--- src/rtl/tlto_pkg.sv ---
package tlto_pkg;

   typedef enum logic [1:0] {
      PH_OFF  = 2'd0,
      PH_WAIT = 2'd1,
      PH_ON   = 2'd2,
      PH_PLAT = 2'd3
   } phase_e;

   // Clamp level code to one-hot select; the unused code maps to the middle level.
   function automatic logic [2:0] lvl_onehot(input logic [1:0] code);
      logic [2:0] sel;
      case (code)
         2'b00:   sel = 3'b001;
         2'b01:   sel = 3'b010;
         2'b10:   sel = 3'b100;
         default: sel = 3'b010;
      endcase
      return sel;
   endfunction

endpackage

--- src/rtl/tlto_delay_sel.sv ---
module tlto_delay_sel #(
   parameter int PLAT_W    = 12,
   parameter int LIMIT_CYC = 500,
   parameter int DW        = 9
) (
   input  logic [PLAT_W-1:0] plat_cycles,
   input  logic              strap_off,
   output logic [DW-1:0]     d_eff
);
   localparam longint MAX_PROG = (longint'(1) << PLAT_W) - 1;

   logic [DW-1:0] d_capped;

   generate
      if (MAX_PROG <= longint'(LIMIT_CYC)) begin : g_nocap
         // Every programmable value is already within the limit.
         assign d_capped = DW'(plat_cycles);
      end else begin : g_cap
         localparam logic [PLAT_W-1:0] LIM_P = PLAT_W'(LIMIT_CYC);
         assign d_capped = (plat_cycles > LIM_P) ? DW'(LIMIT_CYC) : DW'(plat_cycles);
      end
   endgenerate

   assign d_eff = strap_off ? '0 : d_capped;

endmodule

--- src/rtl/tlto_phase_cnt.sv ---
module tlto_phase_cnt #(
   parameter int DW = 9
) (
   input  logic          clk,
   input  logic          rst_n,
   input  logic          start,
   input  logic          step,
   input  logic [DW-1:0] target,
   output logic          done
);
   logic [DW-1:0] cnt_q;
   logic [DW-1:0] tgt_q;

   always_ff @(posedge clk) begin
      if (!rst_n) begin
         cnt_q <= '0;
         tgt_q <= '0;
      end else if (start) begin
         cnt_q <= DW'(1);
         tgt_q <= target;
      end else if (step) begin
         cnt_q <= cnt_q + DW'(1);
      end
   end

   assign done = (cnt_q == tgt_q);

endmodule

--- src/rtl/tlto_lvl_latch.sv ---
module tlto_lvl_latch
   import tlto_pkg::*;
(
   input  logic       clk,
   input  logic       rst_n,
   input  logic       load,
   input  logic [1:0] code,
   input  logic       active,
   output logic [2:0] sel
);
   logic [2:0] sel_q;

   always_ff @(posedge clk) begin
      if (!rst_n)    sel_q <= 3'b010;
      else if (load) sel_q <= lvl_onehot(code);
   end

   assign sel = active ? sel_q : 3'b000;

endmodule

--- src/rtl/tlto_ctrl.sv ---
module tlto_ctrl
   import tlto_pkg::*;
#(
   parameter int PLAT_W    = 12,
   parameter int LIMIT_CYC = 500
) (
   input  logic              clk,
   input  logic              rst_n,
   input  logic              cmd_on,
   input  logic [PLAT_W-1:0] plat_cycles,
   input  logic              strap_off,
   input  logic [1:0]        lvl_code,
   output logic              drv_on,
   output logic              mid_en,
   output logic              full_off,
   output logic [2:0]        mid_lvl
);
   localparam int DW = $clog2(LIMIT_CYC + 1);

   initial begin
      assert (LIMIT_CYC >= 1) else $error("LIMIT_CYC must be at least 1");
      assert (PLAT_W >= 1 && PLAT_W <= 32) else $error("PLAT_W out of range");
   end

   phase_e        ph_q, ph_d;
   logic [DW-1:0] d_eff;
   logic          d_zero, start, step, done, load_lvl;

   tlto_delay_sel #(.PLAT_W(PLAT_W), .LIMIT_CYC(LIMIT_CYC), .DW(DW)) u_dsel (
      .plat_cycles (plat_cycles),
      .strap_off   (strap_off),
      .d_eff       (d_eff)
   );

   tlto_phase_cnt #(.DW(DW)) u_cnt (
      .clk    (clk),
      .rst_n  (rst_n),
      .start  (start),
      .step   (step),
      .target (d_eff),
      .done   (done)
   );

   tlto_lvl_latch u_lvl (
      .clk    (clk),
      .rst_n  (rst_n),
      .load   (load_lvl),
      .code   (lvl_code),
      .active (mid_en),
      .sel    (mid_lvl)
   );

   assign d_zero = (d_eff == '0);

   always_comb begin
      ph_d     = ph_q;
      start    = 1'b0;
      step     = 1'b0;
      load_lvl = 1'b0;
      case (ph_q)
         PH_OFF: begin
            if (cmd_on) begin
               if (d_zero) ph_d = PH_ON;
               else begin
                  ph_d  = PH_WAIT;
                  start = 1'b1;
               end
            end
         end
         PH_WAIT: begin
            if (!cmd_on)   ph_d = PH_OFF;
            else if (done) ph_d = PH_ON;
            else           step = 1'b1;
         end
         PH_ON: begin
            if (!cmd_on) begin
               if (d_zero) ph_d = PH_OFF;
               else begin
                  ph_d     = PH_PLAT;
                  start    = 1'b1;
                  load_lvl = 1'b1;
               end
            end
         end
         PH_PLAT: begin
            if (cmd_on) begin
               if (d_zero) ph_d = PH_ON;
               else begin
                  ph_d  = PH_WAIT;
                  start = 1'b1;
               end
            end else if (done) ph_d = PH_OFF;
            else               step = 1'b1;
         end
         default: ph_d = PH_OFF;
      endcase
   end

   always_ff @(posedge clk) begin
      if (!rst_n) ph_q <= PH_OFF;
      else        ph_q <= ph_d;
   end

   assign drv_on   = (ph_q == PH_ON);
   assign mid_en   = (ph_q == PH_PLAT);
   assign full_off = (ph_q == PH_OFF) || (ph_q == PH_WAIT);

endmodule

--- config.mk ---
export PLATFORM = sky130hd
export DESIGN_NAME = tlto_ctrl
export DESIGN_NICKNAME = d
export VERILOG_FILES = /design/src/rtl/tlto_pkg.sv /design/src/rtl/tlto_delay_sel.sv /design/src/rtl/tlto_phase_cnt.sv /design/src/rtl/tlto_lvl_latch.sv /design/src/rtl/tlto_ctrl.sv
export SDC_FILE = /design/constraint.sdc
export NUM_CORES = 1
export LEC_CHECK = 0
export BUFFER_PORTS_ARGS = -buffer_cell sky130_fd_sc_hd__buf_4
export CAP_MARGIN = 20
export CELL_PAD_IN_SITES_DETAIL_PLACEMENT = 1
export CELL_PAD_IN_SITES_GLOBAL_PLACEMENT = 2
export CORE_UTILIZATION = 37
export CTS_BUF_LIST = sky130_fd_sc_hd__clkbuf_8
export CTS_CLUSTER_DIAMETER = 40
export DETAILED_ROUTE_END_ITERATION = 7
export PLACE_DENSITY_LB_ADDON = 0.1
export SLEW_MARGIN = 25
export SYNTH_ARGS = -nofsm -noshare
export SYNTH_HDL_FRONTEND = slang
export SYNTH_HIERARCHICAL = 1
export SYNTH_SLANG_ARGS = --single-unit
--- constraint.sdc ---
create_clock -name clk -period 4.69 [get_ports clk]
set_input_delay 0.938 -clock clk [delete_from_list [all_inputs] [get_ports clk]]
set_output_delay 0.938 -clock clk [all_outputs]
set_load 0.005 [all_outputs]
Yosys cells after proc, flatten, opt, wreduce, memory -nomap -nowiden
Cells that the tools add are included.
{"block": "classes", "n_eq_ne": 9, "addsub": 1, "n_mux": 24, "n_reduce_logical": 8, "bitwise_logic": 1, "n_lt_le_gt_ge": 1}
{"cell": "$mux W9", "count": 2}
{"cell": "$mux W2", "count": 8}
{"cell": "$gt A12 B9 Y1 const B", "count": 1}
{"cell": "$add A9 B1 Y9 const B", "count": 1}
{"cell": "$eq A9 B9 Y1", "count": 1}
{"cell": "$logic_not A9 Y1", "count": 1}
{"cell": "$mux W1", "count": 9}
{"cell": "$pmux W2 S4", "count": 1}
{"cell": "$eq A2 B2 Y1 const B", "count": 3}
{"cell": "$ne A3 B3 Y1 const B", "count": 2}
{"cell": "$pmux W3 S2", "count": 1}
{"cell": "$logic_not A2 Y1", "count": 2}
{"cell": "$ne A2 B2 Y1 const B", "count": 2}
{"cell": "$pmux W1 S2", "count": 2}
{"cell": "$reduce_and A4 Y1", "count": 1}
{"cell": "$reduce_or A2 Y1", "count": 2}
{"cell": "$mux W3", "count": 1}
{"cell": "$eq A2 B1 Y1 const B", "count": 1}
{"cell": "$reduce_bool A2 Y1", "count": 1}
{"cell": "$logic_or A1 B1 Y1", "count": 1}
{"cell": "$not A1 Y1", "count": 1}
{"block": "word_totals", "input_bits": 18, "reg_bits": 23}

Logic depth before layout (Yosys ltp)
Gate-level depths: netlist of run 1.
{"block": "logic_depth", "depth_word": 8, "ltp_mapped": 8, "ltp_nobuf": 7}

Modules after synthesis
Netlist of run 1, hierarchy kept.
{"module": "tlto_phase_cnt", "instances": 1, "area_per_inst_um2": 829.5, "cells_per_inst": 84}
{"module": "tlto_ctrl", "instances": 1, "area_per_inst_um2": 267.8, "cells_per_inst": 33}
{"module": "tlto_delay_sel", "instances": 1, "area_per_inst_um2": 143.9, "cells_per_inst": 23}
{"module": "tlto_lvl_latch", "instances": 1, "area_per_inst_um2": 138.9, "cells_per_inst": 14}

Worst setup path after synthesis of run 1
Ideal clock, no wire load.
{"block": "synth_timing", "path_type": "input to register", "startpoint": "in strap_off", "endpoint": "reg u_cnt.tgt_q[6]", "arrival_ns": 2.923, "path_stages": 8, "t_required_ns": 4.574, "n_path_buf": 1, "path_slack_ns": 1.650, "setup_time_ns": 0.116, "path_cell_list": "or4_4 a211oi_1 or3_1 nor4_4 a2111oi_0 buf_2 mux2i_1 nor2b_1"}
{"block": "synth_via", "elab_chain_len": 5, "elab_cells_between_ends": 6, "cone_classes": "mux (5); reduce/logical (1)"}
{"element": "start: declaration", "line": "tlto_ctrl.sv:11", "rtl": "input logic strap_off,"}
{"element": "$mux W9 (*)", "line": "tlto_delay_sel.sv:24", "rtl": "assign d_eff = strap_off ? '0 : d_capped;"}
{"element": "named net d_eff[1]", "line": "tlto_ctrl.sv:26", "rtl": "logic [DW-1:0] d_eff;"}
{"element": "$logic_not A9 Y1 (*)", "line": "tlto_ctrl.sv:53", "rtl": "assign d_zero = (d_eff == '0);"}
{"element": "$mux W1 (*)", "line": "tlto_ctrl.sv:63, tlto_ctrl.sv:77, tlto_ctrl.sv:87"}
{"element": "$mux W1 (on tied branches)", "line": "tlto_ctrl.sv:62, tlto_ctrl.sv:76"}
{"element": "$pmux W1 S2 (*)", "line": "tlto_ctrl.sv:60", "rtl": "case (ph_q)"}
{"element": "named net start", "line": "tlto_ctrl.sv:27", "rtl": "logic d_zero, start, step, done, load_lvl;"}
{"element": "end signal: assignment", "line": "tlto_phase_cnt.sv:20", "rtl": "tgt_q <= target;"}
{"element": "end: declaration", "line": "tlto_phase_cnt.sv:12", "rtl": "logic [DW-1:0] tgt_q;"}
Mark *: on every way through the listed nets, which the timed path passes. The rest lies on a longest branch.
A chain may end at the register's enable or synchronous reset.

Worst setup path in the final report of run 1
{"block": "layout_timing", "startpoint": "in plat_cycles[11]", "endpoint": "reg u_cnt.cnt_q[5]"}
{"block": "layout_via", "elab_chain_len": 8, "elab_cells_between_ends": 9, "cone_classes": "order compare (1); mux (6); reduce/logical (2)"}
{"element": "start: declaration", "line": "tlto_ctrl.sv:10", "rtl": "input logic [PLAT_W-1:0] plat_cycles,"}
{"element": "$gt A12 B9 Y1 (*)", "line": "tlto_delay_sel.sv:20", "rtl": "assign d_capped = (plat_cycles > LIM_P) ? DW'(LIMIT_CYC) : DW'(plat_cycles);"}
{"element": "$mux W9 (*)", "line": "tlto_delay_sel.sv:20"}
{"element": "$mux W9 (*)", "line": "tlto_delay_sel.sv:24"}
{"element": "named net d_eff[5]", "line": "tlto_ctrl.sv:26"}
{"element": "$logic_not A9 Y1 (*)", "line": "tlto_ctrl.sv:53"}
{"element": "$mux W1 (*)", "line": "tlto_ctrl.sv:63, tlto_ctrl.sv:77, tlto_ctrl.sv:87"}
{"element": "$mux W1 (on tied branches)", "line": "tlto_ctrl.sv:62, tlto_ctrl.sv:76"}
{"element": "$pmux W1 S2 (*)", "line": "tlto_ctrl.sv:60"}
{"element": "named net start", "line": "tlto_ctrl.sv:27"}
{"element": "$reduce_or A2 Y1 (no source line) (*)"}
{"element": "end signal: assignment", "line": "tlto_phase_cnt.sv:22", "rtl": "cnt_q <= cnt_q + DW'(1);"}
{"element": "end: declaration", "line": "tlto_phase_cnt.sv:11", "rtl": "logic [DW-1:0] cnt_q;"}
Marked as above.

==> results of run 1 <==
[stage by stage]
stage,util [%],std cells,power [µW],instance area (µm²)
detailed placement,46.6,219,526,1600
finish,47.9,223,640,1650
global route,47.9,223,692,1650
global placement,46.6,219,517,1600
CTS,47.9,223,648,1650
floorplan,-,154,438,1380
[metal layers]
layer  vias up  global-route usage, %  part of all wire, %
met4         0                   5.23                  1.0
met1       559                   21.3                   49
met2        14                   29.8                   48
met5         -                      0                    0
li1        592                      -                    -
met3         4                   2.72                  2.4
[flip-flops by register name, indices dropped and copies added, names as in the netlist]
signal       cells
ph_q             2
u_cnt/cnt_q      9
u_cnt/tgt_q      9
u_lvl/sel_q      3
[power by group through the flow]
stage	Sequential, µW	Clock (µW)	Combinational [µW]
2_1_floorplan	245	0	193
3_3_place_gp	251	0	266
3_5_place_dp	253	0	273
4_1_cts	248	127	273
5_1_grt	251	138	303
6_report	248	122	270
[worst paths after layout]
check	from	to	slack, ns	cells past startpoint
worst min-delay path	u_lvl/sel_q[2]	u_lvl/sel_q[2]	0.47	2
worst max register to register	u_cnt/cnt_q[2]	ph_q[0]	2.45	7
worst max-delay path	plat_cycles[11]	u_cnt/cnt_q[5]	1.52	9
worst min register to register	u_lvl/sel_q[2]	u_lvl/sel_q[2]	0.47	2
[layout by cell type (no fill, tap or decap), drive strengths merged, types with 3 or more instances in the layout]
master / instances
mux2i: 11
nor2b: 12
nor2: 6
xnor2: 7
dfxtp: 23
o21ai: 5
ha: 5
nand4: 6
or3: 5
buf: 24
clkbuf: 3
and2: 3
a21oi: 11
inv: 10
nand2: 9
nor4: 3
xor2: 6
nand2b: 3
[cell families (layout without fill, tap and decap cells)]
logic type               after synthesis  in the layout
AND/OR/NAND/NOR                       58             58
multiplexers                          11             11
adder cells (fa/ha/maj)                5              5
buffers and inverters                 15             38
flip-flops                            23             23
XOR/XNOR                              13             13
AO/OA/AOI/OAI                         29             29
[cell type report]
type	count	area [µm²]
fillers	414	1790
multi-input cells	116	867
flip-flops and latches	23	460
repair buffers	24	180
well taps	46	57.6
clock buffers	3	41.3
inverters	10	37.5
clock inverters	1	5.00
[worst min-delay path: stages (launching register included)]
cell	delay, ns
dfxtp_1	0.31
nand3b_1	0.07
nand2_1	0.05
==> impl_metrics.ini, run 1 <==
[run_status]
status = completed

[global_routing]
grtUsageTotal_pct = 17.1
grt_max_degree = 19
antenna_found_initial = 0
grt_pass1_vias = 1198
overflow = 0
grt_pass1_wl_um = 5420

[synthesis]
synth.net_count = 177
synth_top_family_by_area = simple AND/OR/NAND/NOR gates
synthCells = 154
synth_xor_xnor_area_share_pct = 8.25
netlist_area_um2 = 1380
synthMuxAreaShare_pct = 7.98
synth_cell_types = 42
synthTopCellsByArea = dfxtp_1 (33%), mux2i_1 (8.0%), nor2b_1 (5.4%)
yosys_warnings = 6
yosys.area_share.adder_pct = 4.53
synth-compound-area-share_pct = 14.0
synthTopCellsByCount = dfxtp_1 (23), nor2b_1 (12), a21oi_1 (11), mux2i_1 (11), inv_1 (10)
postSynthAreaPerCell_um2 = 8.96
synth-simple-area-share_pct = 27.7
ys_seq_area_share_pct = 33.4
synth-seq-cells = 23
yosysTopAreaCell = dfxtp_1
synth_top_area_share_pct = 33.4
ys.flop_type = dfxtp_1
synth_edf_count = 0
synth-async-reset-ratio_pct = 0
yosysMostFrequentCell = dfxtp_1

[setup_path]
path_cells = buf_4 -> nor3_1 -> a21oi_1 -> or4_4 -> nor4_4 -> a2111oi_2 -> buf_4 -> nand2b_1 -> a21oi_1
cp-start-kind = primary input
critPathTopFamily = simple AND/OR/NAND/NOR gates
cp.buffers_inverters = 2
critPathCaptureType = flop
cpMaxStageDelayCell = or4_4
crit_required_ns = 4.89
slowest_delay_ns = 0.55
critical_path_class = in2reg
path_max_fanout = 11
arrival_ns = 3.37

[clock_tree]
postCtsHoldBufs = 0
cts_tree = done
root_buffer = clkbuf_8
numCtsBuffers = 3
post_cts_resized = 0
clock_path_buffers = 2
clock_latency_ns = 0.26
cts_setup_buffers = 0
clk_pin_slew_worst_paths_ns = 0.08
clock-sinks = 23
htree_levels = 1

[die]
fp.dieH_um = 63.1
num_rows = 21
core_area_um2 = 3440
initial_utilization_pct = 40.1
die_w_um = 63.1
die_area_um2 = 3980
io_pins = 24

[drt]
wirelength_um = 3060
drc = 0
drt_pre_antenna_iters = 4
avgViaCountPerCell = 5.24
drt-initial-drc-count = 20
via_count = 1169
post_drt_wl_per_cell_um = 13.7
ant_nets = 0

[cells_and_area]
fin_nets = 201
layout-drive-gt1-share_pct = 21.5
area_growth_pct = 19.5
antennaDiodeCount = 0

[timing]
min_period_ns = 3.17
slew_headroom_pct = 52.4
clock.fmax_mhz = 315
hold_viol_final = 0
holdWs_ns = 0.475
rsz0062_at_grt = no
finalClockSkew_ns = 0.00569
worst_slack_ns = 1.52
finalSetupTns_ns = 0
finalCritPeriodShare_pct = 67.7
setup_viol = 0
drv_slew = 0
tightest_slew_ns = 0.714

[power_and_ir_drop]
switching_share_pct = 35.4
p_per_area_nw_per_um2 = 388
p_int_uw = 413
p_sw_uw = 226
irDropWorstVdd_uv = 160
p_leak_uw = 0.000676
combPwrFrac_pct = 42.3
seqPwrFrac_pct = 38.7
p_clk_share_pct = 19.0

[place]
gp_congestion = 0.731
io_buffers = 23
dp_slack_ns = 1.20
hpwlAfterDp_um = 2430

[worst_hold_path]
min_path_type = reg2reg

[run]
cap_violations = 0
(Power assumes the default switching activity.)
==> run 2, diff against run 1 <==
--- a/config.mk
+++ b/config.mk
@@ -5,11 +5,12 @@
 export SDC_FILE = /design/constraint.sdc
 export NUM_CORES = 1
 export LEC_CHECK = 0
+export ABC_AREA = 1
 export BUFFER_PORTS_ARGS = -buffer_cell sky130_fd_sc_hd__buf_4
 export CAP_MARGIN = 20
 export CELL_PAD_IN_SITES_DETAIL_PLACEMENT = 1
 export CELL_PAD_IN_SITES_GLOBAL_PLACEMENT = 2
-export CORE_UTILIZATION = 37
+export CORE_UTILIZATION = 27
 export CTS_BUF_LIST = sky130_fd_sc_hd__clkbuf_8
 export CTS_CLUSTER_DIAMETER = 40
 export DETAILED_ROUTE_END_ITERATION = 7
==> constraint.sdc (replaced) <==
create_clock -name clk -period 2.72 [get_ports clk]
set_input_delay 0.544 -clock clk [delete_from_list [all_inputs] [get_ports clk]]
set_output_delay 0.544 -clock clk [all_outputs]
set_load 0.005 [all_outputs]
==> run 2 against run 1 <==
Compared with the run above: register-to-register slack lost 1.5 ns; largest cell class unchanged; clock power grew 81%; combinational power grew 130%; synthesized area grew 6.3%; sequential power grew 97%; critical endpoint is now u_cnt/tgt_q[2]; die area grew 44%; global-route usage shrank 2.8 points; final area grew 8.9%; non-clock buffer count grew 3; clock-buffer cell count is the same; first-iteration DRC count grew 5.0%.
==> impl_metrics.ini, run 2 <==
[place]
io_buffers = 23
gp_congestion = 0.776
hpwlAfterDp_um = 3040
place_area_um2 = 1750

[setup_path]
crit_top_cell = nor2_1
arrival_ns = 2.53
critPathCaptureType = flop
slowest_delay_ns = 0.21
critical_path_class = in2reg
cpMaxStageDelayCell = a21oi_1
cp-endpoint = u_cnt/tgt_q[2]
worstReg2RegEnd = u_cnt/cnt_q[7]
r2r_slack_ns = 0.95
path_cells = buf_4 -> or2_0 -> nor2_1 -> nand3_1 -> nand2_2 -> nand2_1 -> nor2_1 -> nor2_1 -> nand3_1 -> nor2_1 -> inv_1 -> nand3_1 -> a21oi_1 -> inv_2 -> buf_4 -> o21ai_0 -> a21oi_1
critPathLaunch = plat_cycles[0]
cp-start-kind = primary input
r2r_start = ph_q[0]
r2r_cells = 8
crit_required_ns = 2.87
path_max_fanout = 7

[global_routing]
grtUsageTotal_pct = 14.3
grt_pass1_wl_um = 6180
grt_max_degree = 17
antenna_found_initial = 0
overflow = 0
grt_pass1_vias = 1390

[power_and_ir_drop]
p_clk_share_pct = 16.6
combPwrFrac_pct = 46.7
seqPwrFrac_pct = 36.7
p_leak_uw = 0.000892
p_sw_uw = 539
p_per_area_nw_per_um2 = 743
irDropWorstVdd_uv = 360
p_int_uw = 795
switching_share_pct = 40.4

[clock_tree]
postCtsHoldBufs = 0
htree_levels = 1
cts_setup_buffers = 0
post_cts_resized = 0
clock_path_buffers = 2
clock_latency_ns = 0.27
clock-sinks = 23
clk_pin_slew_worst_paths_ns = 0.08
cts_tree = done
numCtsBuffers = 3
root_buffer = clkbuf_8

[worst_hold_path]
min_path_type = reg2reg
min_path_cells = 2

[synthesis]
yosys_warnings = 6
synth-async-reset-ratio_pct = 0
synth_edf_count = 0
yosysTopAreaCell = dfxtp_1
synth_cell_types = 24
synth.net_count = 260
yosysMostFrequentCell = nand2_1
ys.flop_type = dfxtp_1
postSynthAreaPerCell_um2 = 6.19
synth_top_area_share_pct = 31.4
ys_seq_area_share_pct = 31.4
synthTopCellsByCount = nand2_1 (51), inv_1 (45), nor2_1 (36)
synth-seq-cells = 23
synthTopCellsByArea = dfxtp_1 (31%), nand2_1 (13%), inv_1 (12%)
synthCells = 237
netlist_area_um2 = 1470

[run]
cap_violations = 0

[die]
initial_utilization_pct = 28.4
fp.dieH_um = 75.7
die_w_um = 75.7
num_rows = 26
core_area_um2 = 5170
io_pins = 24
die_area_um2 = 5730

[drt]
ant_nets = 0
drt-initial-drc-count = 21
drc = 0
post_drt_wl_per_cell_um = 10.9
drt_pre_antenna_iters = 4
avgViaCountPerCell = 4.33
via_count = 1454
wirelength_um = 3660

[cells_and_area]
fill_cells = 673
final_cell_mix = nand2_1 (51), inv_1 (45), nor2_1 (36)
biggestRegsByFlops = u_cnt/cnt_q (9), u_cnt/tgt_q (9), u_lvl/sel_q (3)
antennaDiodeCount = 0
fin_nets = 290
layout-drive-gt1-share_pct = 18.4
design_area_um2 = 1800
area_growth_pct = 22.3
final_common_cell = nand2_1

[timing]
slew_headroom_pct = 74.3
finalSetupTns_ns = 0
min_period_ns = 2.37
tightest_slew_ns = 0.386
drv_slew = 0
setup_viol = 0
clock.fmax_mhz = 421
rsz0062_at_grt = no
finalClockSkew_ns = 0.0101
hold_viol_final = 0
finalCritPeriodShare_pct = 87.3

[run_status]
status = completed
## run 2: cell types whose count changed in the layout (fill, tap and decap cells not counted), sizes merged, moves of 11 or more
cell,change
nand3,+12
mux2i,-11
inv,+37
o21ai,+11
nand2,+48
nor2,+35
nor2b,-12
## run 2: power groups by stage
stage | logic (µW) | clock network, µW | registers, µW
after detailed placement | 634 | 0 | 500
after global routing | 723 | 243 | 505
after floorplan | 422 | 0 | 482
after global placement | 638 | 0 | 499
final | 623 | 221 | 489
after CTS | 641 | 236 | 491
## run 2: cell families (layout without fill, tap and decap cells)
kind of cell	after synthesis	in the layout	share of synthesized area (%)
simple gates	117	117	35.5
buf+inv	49	78	12.6
compound gates	39	39	13.9
flops	23	23	31.4
fa+ha+maj	5	5	4.26
xor+xnor	4	4	2.39
## run 2: worst min-delay path by stage
stage | start | end | slack, ns
after floorplan | u_lvl/sel_q[1] | u_lvl/sel_q[1] | 0.43
after global placement | u_lvl/sel_q[1] | u_lvl/sel_q[1] | 0.44
after detailed placement | u_lvl/sel_q[1] | u_lvl/sel_q[1] | 0.45
after CTS | u_lvl/sel_q[2] | u_lvl/sel_q[2] | 0.47
after global routing | u_lvl/sel_q[1] | u_lvl/sel_q[1] | 0.49
final | u_lvl/sel_q[1] | u_lvl/sel_q[1] | 0.46
## run 2: cell type report
type,instances,area [µm²],share of cell area [%]
flip-flops and latches,23,460,25.6
well taps,70,87.6,4.88
clock buffers,3,41.3,2.30
inverters,47,176,9.83
multi-input cells,165,822,45.8
clock inverters,1,5.00,0.279
repair buffers,27,203,11.3
## run 2: through the flow
stage                     total power, µW  worst slack, ns  std cells  util [%]  hold slack, ns
after global routing                 1470           0.0469        336      34.7           0.494
final                                1330            0.345        336      34.7           0.462
after global placement               1140           0.0372        332      33.8           0.444
after floorplan                       904            0.408        237         -           0.429
after detailed placement             1130           0.0538        332      33.8           0.447
after CTS                            1370            0.337        336      34.7           0.469
## run 2: metal layers
| metal | routed length, µm | share of wire [%] | up-vias | track usage (%) |
|---|---|---|---|---|
| met5 | 0 | 0 | - | 0 |
| met1 | 1780 | 49 | 654 | 17.8 |
| li1 | - | - | 785 | - |
| met3 | 72 | 2.0 | 2 | 2.78 |
| met4 | 22 | 0.60 | 0 | 3.09 |
| met2 | 1790 | 49 | 13 | 25.6 |
## run 2: critical path, delay by kind of cell
family / cells / cell delay, ns
and+or+nand+nor: 10 / 1.09
AOI/OAI and AO/OA: 3 / 0.46
buffers and inverters: 4 / 0.45
==> run 3, diff against run 2 <==
--- a/config.mk
+++ b/config.mk
@@ -15,6 +15,7 @@
 export CTS_CLUSTER_DIAMETER = 40
 export DETAILED_ROUTE_END_ITERATION = 7
 export PLACE_DENSITY_LB_ADDON = 0.1
+export RECOVER_POWER = 25
 export SLEW_MARGIN = 25
 export SYNTH_ARGS = -nofsm -noshare
 export SYNTH_HDL_FRONTEND = slang
==> run 3 against run 2 <==
Compared with the run above: wire length about the same; critical path depth unchanged; first-iteration DRC count rose by 29%; via count is essentially flat; combinational power is essentially flat; register-to-register slack is essentially flat; maximum frequency up 0.91%; non-clock buffer count unchanged; final cell count unchanged; clock power barely moved; total power decreased by 0.15%; largest cell class unchanged.
==> impl_metrics.ini, run 3 (same netlist as run 2, synthesis figures left out) <==
[timing]
drv_slew = 0
clock.fmax_mhz = 425
slew_headroom_pct = 74.3
min_period_ns = 2.35
rsz0062_at_grt = no
setup_viol = 0
tightest_slew_ns = 0.386
hold_viol_final = 0
finalCritPeriodShare_pct = 86.5
finalSetupTns_ns = 0
finalClockSkew_ns = 0.0100

[die]
num_rows = 26
die_area_um2 = 5730
die_w_um = 75.7
io_pins = 24
fp.dieH_um = 75.7
core_area_um2 = 5170
initial_utilization_pct = 28.4

[cells_and_area]
fill_cells = 676
biggestRegsByFlops = u_cnt/cnt_q (9), u_cnt/tgt_q (9), u_lvl/sel_q (3)
layout-drive-gt1-share_pct = 17.7
multi_input_area_um2 = 822
final_cell_mix = nand2_1 (51), inv_1 (45), nor2_1 (36)
area_growth_pct = 21.8
final_common_cell = nand2_1
regArea_um2 = 460
fin_nets = 290
antennaDiodeCount = 0

[clock_tree]
root_buffer = clkbuf_8
clock_latency_ns = 0.27
post_cts_resized = 0
numCtsBuffers = 3
clock_path_buffers = 2
postCtsHoldBufs = 0
cts_setup_buffers = 0
htree_levels = 1
cts_tree = done
clock-sinks = 23
clk_pin_slew_worst_paths_ns = 0.08

[drt]
via_count = 1455
post_drt_wl_per_cell_um = 10.9
ant_nets = 0
drt-initial-drc-count = 27
drt_pre_antenna_iters = 4
wirelength_um = 3660
avgViaCountPerCell = 4.33
drc = 0

[setup_path]
crit_required_ns = 2.87
r2r_start = ph_q[0]
cp-start-kind = primary input
cp-endpoint = u_cnt/tgt_q[2]
cpMaxStageDelayCell = or2_0
path_cells = clkbuf_1 -> or2_0 -> nor2_1 -> nand3_1 -> nand2_2 -> nand2_1 -> nor2_1 -> nor2_1 -> nand3_1 -> nor2_1 -> inv_1 -> nand3_1 -> a21oi_1 -> inv_2 -> buf_4 -> o21ai_0 -> a21oi_1
worstReg2RegEnd = u_cnt/cnt_q[7]
slowest_delay_ns = 0.21
arrival_ns = 2.51
crit_top_cell = nor2_1
path_max_fanout = 7
r2r_cells = 8
critPathCaptureType = flop
critPathLaunch = plat_cycles[0]
critical_path_class = in2reg
r2r_slack_ns = 0.95

[run_status]
status = completed

[global_routing]
overflow = 0
grtUsageTotal_pct = 14.3
grt_pass1_vias = 1390
grt_max_degree = 17
antenna_found_initial = 0
grt_pass1_wl_um = 6180

[place]
hpwlAfterDp_um = 3040
gp_congestion = 0.776
io_buffers = 23

[power_and_ir_drop]
p_leak_uw = 0.000882
irDropWorstVdd_uv = 360
total_power_uw = 1330
p_per_area_nw_per_um2 = 745

[worst_hold_path]
min_path_type = reg2reg

[run]
cap_violations = 0
-- run 3: changes by cell type in the layout (fill, tap and decap cells not counted) --
cell      change
clkbuf_4      +4
clkbuf_1      +2
buf_4         -6
-- run 3: area by class of cell --
cell class / instances / share of cell area, %
Sequential cell: 23 / 25.8
Inverter: 47 / 9.87
Timing Repair Buffer: 27 / 10.9
Clock inverter: 1 / 0.280
Tap cell: 70 / 4.90
Clock buffer: 3 / 2.31
Multi-Input combinational cell: 165 / 46.0
-- run 3: critical path: cells and delay by family --
kind	cells	cell delay (ns)
and+or+nand+nor	10	1.10
buffers and inverters	4	0.43
AOI/OAI and AO/OA	3	0.46
-- run 3: how the worst min path moves through the flow --
stage / start / end / cells after the start / slack, ns
finish: u_lvl/sel_q[1] / u_lvl/sel_q[1] / 2 / 0.46
global route: u_lvl/sel_q[1] / u_lvl/sel_q[1] / 2 / 0.49
CTS: u_lvl/sel_q[2] / u_lvl/sel_q[2] / 2 / 0.47
detailed placement: u_lvl/sel_q[1] / u_lvl/sel_q[1] / 2 / 0.45
global placement: u_lvl/sel_q[1] / u_lvl/sel_q[1] / 2 / 0.44
floorplan: u_lvl/sel_q[1] / u_lvl/sel_q[1] / 2 / 0.43
-- run 3: report_power, final --
group	switching (µW)	internal (µW)
clock	119	102
sequential	62.7	426
combinational	357	264
-- run 3: routing by layer --
layer / wire, µm / global-route usage [%] / up-vias
li1: - / - / 785
met1: 1780 / 17.8 / 655
met2: 1790 / 25.6 / 13
met3: 73 / 2.78 / 2
met4: 22 / 3.09 / 0
met5: 0 / 0 / -
-- run 3: through the flow --
stage	cells	worst slack [ns]	area (µm²)	hold WS, ns	utilization, %
4_1_cts	336	0.337	1800	0.469	34.7
3_3_place_gp	332	0.0372	1750	0.444	33.8
6_report	336	0.367	1790	0.463	34.6
2_1_floorplan	237	0.408	1470	0.429	-
3_5_place_dp	332	0.0538	1750	0.447	33.8
5_1_grt	336	0.0470	1790	0.494	34.6
